===== src/rtl/mchk_ctrl.sv =====
module mchk_ctrl #(
  parameter int NSRC  = 8,
  parameter int XLEN  = 32,
  parameter int PFX_W = 16,
  parameter int OFS_W = 12
) (
  input  logic            clk,
  input  logic            rst_n,
  input  logic [NSRC-1:0] src_i,
  input  logic            mcp_n_i,
  input  logic            ext_en_i,
  input  logic            par_err_i,
  input  logic [XLEN-1:0] par_addr_i,
  input  logic            wdog_stop_i,
  input  logic            dbg_unit_en_i,
  input  logic            dbg_clr_i,
  input  logic [XLEN-1:0] cur_st_i,
  input  logic [XLEN-1:0] pc_i,
  input  logic            wr_en_i,
  input  logic [2:0]      wr_sel_i,
  input  logic [XLEN-1:0] wr_data_i,
  input  logic [2:0]      rd_sel_i,
  output logic [XLEN-1:0] rd_data_o,
  output logic            take_o,
  output logic [XLEN-1:0] vec_o,
  output logic [XLEN-1:0] new_st_o,
  output logic            halt_o
);
  localparam int SYN_W = NSRC + 2;
  localparam int B_DBG = 4;
  localparam int B_MCEN = 5;
  localparam logic [XLEN-1:0] CLR_MASK = XLEN'(14'h3FEF);
  localparam logic [2:0] SEL_SYN = 3'd0, SEL_SV0 = 3'd1, SEL_SV1 = 3'd2,
                         SEL_DAD = 3'd3, SEL_PFX = 3'd4, SEL_OFS = 3'd5;

  logic [SYN_W-1:0] syn_q;
  logic [XLEN-1:0]  sv0_q, sv1_q, dad_q;
  logic [PFX_W-1:0] pfx_q;
  logic [OFS_W-1:0] ofs_q;
  logic             take_q, halt_q;
  logic [XLEN-1:0]  nst_q;

  wire ext_hit = ext_en_i & ~mcp_n_i;
  wire [SYN_W-1:0] syn_set = halt_q ? '0 : {par_err_i, ext_hit, src_i};
  wire fault   = |syn_set;
  wire take_d  = fault & cur_st_i[B_MCEN];
  wire stop_d  = (fault & ~cur_st_i[B_MCEN]) | wdog_stop_i;
  wire dbg_clr = ~dbg_unit_en_i | dbg_clr_i;
  wire wr_syn  = wr_en_i && wr_sel_i == SEL_SYN;
  wire [SYN_W-1:0] syn_clr = wr_syn ? wr_data_i[SYN_W-1:0] : '0;

  always_ff @(posedge clk or negedge rst_n) begin
    if (!rst_n) begin
      syn_q  <= '0;
      sv0_q  <= '0;
      sv1_q  <= '0;
      dad_q  <= '0;
      pfx_q  <= '0;
      ofs_q  <= '0;
      take_q <= 1'b0;
      halt_q <= 1'b0;
      nst_q  <= '0;
    end else begin
      syn_q  <= (syn_q & ~syn_clr) | syn_set;
      take_q <= take_d;
      if (stop_d) halt_q <= 1'b1;
      if (wr_en_i && wr_sel_i == SEL_PFX) pfx_q <= wr_data_i[PFX_W-1:0];
      if (wr_en_i && wr_sel_i == SEL_OFS) ofs_q <= wr_data_i[OFS_W-1:0];
      if (take_d) begin
        sv0_q <= pc_i;
        sv1_q <= cur_st_i;
        nst_q <= (cur_st_i & ~CLR_MASK) & ~(XLEN'(dbg_clr) << B_DBG);
      end else begin
        if (wr_en_i && wr_sel_i == SEL_SV0) sv0_q <= wr_data_i;
        if (wr_en_i && wr_sel_i == SEL_SV1) sv1_q <= wr_data_i;
      end
      if (take_d && par_err_i) dad_q <= par_addr_i;
      else if (wr_en_i && wr_sel_i == SEL_DAD) dad_q <= wr_data_i;
    end
  end

  always_comb begin
    case (rd_sel_i)
      SEL_SYN: rd_data_o = XLEN'(syn_q);
      SEL_SV0: rd_data_o = sv0_q;
      SEL_SV1: rd_data_o = sv1_q;
      SEL_DAD: rd_data_o = dad_q;
      SEL_PFX: rd_data_o = XLEN'(pfx_q);
      SEL_OFS: rd_data_o = XLEN'(ofs_q);
      default: rd_data_o = '0;
    endcase
  end

  assign take_o   = take_q;
  assign halt_o   = halt_q;
  assign new_st_o = nst_q;
  assign vec_o    = XLEN'({pfx_q, ofs_q, 4'b0000});


  halt_sticky_chk: assert property (@(posedge clk) disable iff (!rst_n)
    halt_q |=> halt_q);

  no_take_halted_chk: assert property (@(posedge clk) disable iff (!rst_n)
    halt_q |=> !take_q);

  entry_clear_chk: assert property (@(posedge clk) disable iff (!rst_n)
    take_q |-> (new_st_o & CLR_MASK) == '0);

  save_pc_chk: assert property (@(posedge clk) disable iff (!rst_n)
    take_d |=> sv0_q == $past(pc_i));

  syn_sticky_chk: assert property (@(posedge clk) disable iff (!rst_n)
    !wr_syn |=> (syn_q & $past(syn_q)) == $past(syn_q));

  wdog_halt_chk: assert property (@(posedge clk) disable iff (!rst_n)
    wdog_stop_i |=> halt_q);
endmodule


===== config.mk =====
export PLATFORM = sky130hd
export DESIGN_NAME = mchk_ctrl
export DESIGN_NICKNAME = d
export VERILOG_FILES = /design/src/rtl/mchk_ctrl.sv
export SDC_FILE = /design/constraint.sdc
export NUM_CORES = 1
export LEC_CHECK = 0
export BUFFER_PORTS_ARGS = -buffer_cell sky130_fd_sc_hd__buf_4
export CORE_MARGIN = 4
export CORE_UTILIZATION = 35
export CTS_CLUSTER_SIZE = 16
export DETAILED_ROUTE_END_ITERATION = 6
export PLACE_DENSITY_LB_ADDON = 0.2
export SYNTH_ARGS = -nofsm -noshare
export SYNTH_HDL_FRONTEND = slang
export SYNTH_SLANG_ARGS = --single-unit

===== constraint.sdc =====
create_clock -name clk -period 2.2 [get_ports clk]
set_input_delay 0.55 -clock clk [delete_from_list [all_inputs] [get_ports clk]]
set_output_delay 0.55 -clock clk [all_outputs]
set_load 0.01 [all_outputs]

* Word-level counts from Yosys, hierarchy flattened
Index checks and enable logic that the tools add are counted.
** Storage, ports and cells
- Register bits after elaboration :: 168
- Latch bits :: 0
- Bits in writable memories :: 0
- Memory bits (read-only) :: 0
- Input bits :: 151
- Output and inout bits :: 98
- Word-level logic and storage cells :: 54
- Memories :: 0
** Operators by class
- Add/subtract/negate cells :: 0
- $mul :: 0
- Divide/modulo/power cells :: 0
- $lt $le $gt $ge :: 0
- Equal/unequal tests :: 10
- Shift operators :: 0
- Muxes and demuxes :: 9
- Bitwise logic cells :: 13
- Reductions and logical operators :: 13
** Operators by type and width (count)
- $mux W32 :: 6
- $pmux W32 S6 :: 1
- $and A32 B32 Y32 :: 1
- $not A5 Y32 :: 1
- $mux W10 :: 2
- $eq A3 B2 Y1 const B :: 4
- $eq A3 B3 Y1 const B :: 4
- $and A10 B10 Y10 :: 1
- $not A10 Y10 :: 1
- $or A10 B10 Y10 :: 1
- $reduce_or A10 Y1 :: 1
- $logic_and A1 B1 Y1 :: 7
- $eq A3 B1 Y1 const B :: 2
- $logic_not A3 Y1 :: 2
- $reduce_bool A2 Y1 :: 3
- $and A1 B1 Y1 :: 3
- $not A1 Y1 :: 3
- $or A1 B1 Y1 :: 2

* Depth between registers and ports, before layout
- Depth after elaboration :: 7
- Depth in mapped cells :: 5
- Mapped depth without buffers :: 3

* Least setup slack after synthesis
OpenSTA, ideal clock, no wires.
- Kind :: input-to-output
- From :: input rd_sel_i[0]
- To :: output rd_data_o[2]
- Data arrival time :: 1.809 ns
- Data required time :: 1.650 ns
- Setup slack :: -0.159 ns
- Stages :: 5
- Buffers on the path :: 3
- Cells stage by stage :: clkbuf_1 buf_1 buf_2 mux2i_1 o21ai_0
** On the way
- Cells in the longest elaborated chain, start to end :: 2
- Elaborated cells on any way between the ends :: 7
- Classes of those cells :: eq/ne: 5; mux: 1; reduce/logical: 1
** Ends and longest elaborated chain
- from (decl) :: RTL line 22 : input logic [2:0] rd_sel_i,
- $eq A3 B3 Y1 (tied with other cells) :: RTL line 83 : case (rd_sel_i)
- $pmux W32 S6 (*) :: RTL line 83
- to (decl) :: RTL line 23 : output logic [XLEN-1:0] rd_data_o,
Mark *: on every way between the ends. The rest lies on a longest branch, timed or not.

* Worst setup path after layout
- From :: input rd_sel_i[0]
- To :: output rd_data_o[11]
Same word-level chain as after synthesis.

==> reports/results.ini <==
[sta]
tns_ps=-3.21
setup_viol=2
final.period_utilization_pct=100
rsz0062_at_grt=yes
hold_viol_final=0
layout_setup_ws_ps=-2.02
hold_slack_ps=54.0
fmax_mhz=454
min_period_ps=2200
slew_viol_final=0
clock_skew_ps=10.2

[critical_path]
startpoint_type=primary input
required_ps=1650
critPathBufInv=4
ff2ff_path_depth=5
worstPathCellList=buf_8 -> buf_12 -> buf_12 -> mux2_2 -> a22oi_2 -> o22ai_1 -> buf_4
r2r_setup_slack_ps=670
crit_family=buffers and inverters
critPathCaptureType=output pin
crit_type=in -> out
critPathLaunch=rd_sel_i[0]
worst-path-max-fanout=8
endpoint=rd_data_o[11]
r2r_start=halt_o$_DFFE_PN0P_
worstSetupPathDepth=7
worst_ep_arrival_time_ps=1650
crit_top_cell=buf_12
max_stage_delay_ps=350
slowest_stage=mux2_2
reg2reg_to=sv1_q[24]$_DFFE_PN0P_

[cts]
insertion_delay_ps=420
htree_levels=4
cts_tree=done
cts-root-buf=clkbuf_16
clkSlewWorstSetupHoldPaths_ps=60
cts_buffer_depth=2
numCtsBuffers=17
clock_sinks=155

[synth]
synth_top_cell_area_share_pct=48.0
ys.flop_type=dfrtp_1
synth-edff-count=0
yosysWarnings=0
synth_seq_cells=155
syn_avg_cell_area_sq_um=12.3
synthArstFlopShare_pct=100
syn_area_sq_um=8070
ys_types=39
syn_inst=656
synth_area_leaders=dfrtp_1 (48%), mux2_2 (23%), mux2i_1 (5.7%), mux2_1 (5.0%), a22oi_1 (2.9%)
synth_area_leader_cell=dfrtp_1
seq_area_frac_synth_pct=48.0

[placement]
hpwl_microns=17900
portBuffers=231
place_area_sq_um=10600
gp_congestion=0.781
dp_slack_ps=-213

[floorplan]
dieHeight_microns=160
num_rows=55
pin_count=249
die_w_microns=160
dieArea_sq_um=25600
core_sq_um=22600
start_util_pct=35.7

[drt]
routed_wl_microns=25400
vias=6234
wl_per_cell_microns=20.7
remaining_drc_errors=0
drtIter0Drc=285
vias_per_cell=5.08
ant_nets=0
dr.pass1.iters=4

[finish]
drive_above_1_share_pct=56.2
diodes=0
multiInputGateArea_sq_um=4090
final_common_cell=buf_4
finish.instance_area_sq_um=11500
seqCellArea_sq_um=3880
layout.nets=1080
area_growth_pct=42.9
fillers=2054
layout_common_cells=buf_4 (270), mux2_2 (164), dfrtp_1 (155), nor2_1 (49), mux2i_1 (46)

[global_routing]
grtUsageTotal_pct=19.5
grt_pass1_wl_microns=38800
grt_max_degree=65
grt-ovfl-total=0
grt_antenna_before_repair=0
grt_pass1_vias=6550

[power]
power-per-cell-area_nw_per_um2=796
peakVddDrop_v=0.000550
power_leakage_nw=5.49

[status]
violations=negative setup slack
outcome=finished with violations

[worst_hold_path]
hold_class=in -> async

[run]
cap_violations=0

[routing by layer]
metal	track usage (%)	routed length [microns]	part of all wire (%)
met5	0	0	0
met1	25.9	11200	44
met4	4.73	415	1.6
met3	6.48	2010	7.9
met2	30.9	11800	46
[power by group]
part	switching [W]	total, W	internal (W)
clock network	0.00126	0.00328	0.00202
logic	0.000870	0.00220	0.00133
registers	0.000317	0.00371	0.00339
[cell families (layout without fill, tap and decap cells)]
family,count (synthesis),in the layout,synth area share [%]
compound gates,95,95,8.01
flops,155,155,48.0
buf+inv,65,334,4.46
mux,248,248,34.0
other cells,1,17,0.0464
simple gates,92,92,5.42
[sequential cells by signal (all words and copies together) (netlist names)]
name	cells
halt_o	1
dad_q	32
sv1_q	32
pfx_q	16
new_st_o	19
sv0_q	32
ofs_q	12
take_o	1
syn_q	10
[final cells by class]
cell class | instances | area share (%)
Multi-Input combinational cell | 452 | 35.4
Inverter | 3 | 0.0976
Tap cell | 285 | 3.09
Timing Repair Buffer | 300 | 22.2
Sequential cell | 155 | 33.6
Clock buffer | 18 | 3.72
Clock inverter | 13 | 1.89
[worst min-delay path by stage]
| stage | start | endpoint | slack, ps | cells past startpoint |
|---|---|---|---|---|
| after floorplan | rst_n | dad_q[0]$_DFFE_PN0P_ | 250 | 0 |
| after global placement | new_st_o[22]$_DFFE_PN0P_ | new_st_o[22]$_DFFE_PN0P_ | 480 | 1 |
| after detailed placement | syn_q[9]$_DFF_PN0_ | syn_q[9]$_DFF_PN0_ | 480 | 1 |
| after CTS | rst_n | dad_q[29]$_DFFE_PN0P_ | 50 | 1 |
| after global routing | rst_n | dad_q[29]$_DFFE_PN0P_ | 60 | 1 |
| final | rst_n | pfx_q[1]$_DFFE_PN0P_ | 50 | 1 |
[cells in the mapped netlist, types with 3 or more instances]
| cell type | count |
|---|---|
| a21oi_1 | 32 |
| a22o_1 | 10 |
| a22oi_1 | 31 |
| a32oi_1 | 3 |
| buf_1 | 6 |
| buf_2 | 3 |
| buf_4 | 18 |
| buf_6 | 6 |
| clkbuf_1 | 29 |
| dfrtp_1 | 155 |
| mux2_1 | 36 |
| mux2_2 | 165 |
| mux2i_1 | 46 |
| nand2_1 | 19 |
| nor2_1 | 50 |
| nor2b_1 | 7 |
| nor4bb_1 | 3 |
| o21ai_0 | 4 |
| o221ai_1 | 5 |
| o22ai_1 | 6 |
[metrics by stage]
step	instances	total power, W	util [%]
finish	1226	0.00919	51.0
global route	1226	0.00965	51.0
CTS	1222	0.00920	50.1
detailed placement	1186	0.00587	46.9
global placement	1186	0.00583	46.9
floorplan	672	0.00486	-
[worst reg2reg max path, stage by stage (launching register included)]
cell and delay [ps]:
dfrtp_1 420, nor2b_1 200, o41ai_4 120, buf_12 180, buf_12 170, mux2_1 320
[timing repair]
item	4_1_cts	5_1_grt
setup buffers	4	4
hold buffers	0	0
cloned	1	0
gates resized for setup	7	38
pin swaps	8	8
endpoints found under the setup margin	22	27
No activity file was read; power rests on OpenSTA's default activity.
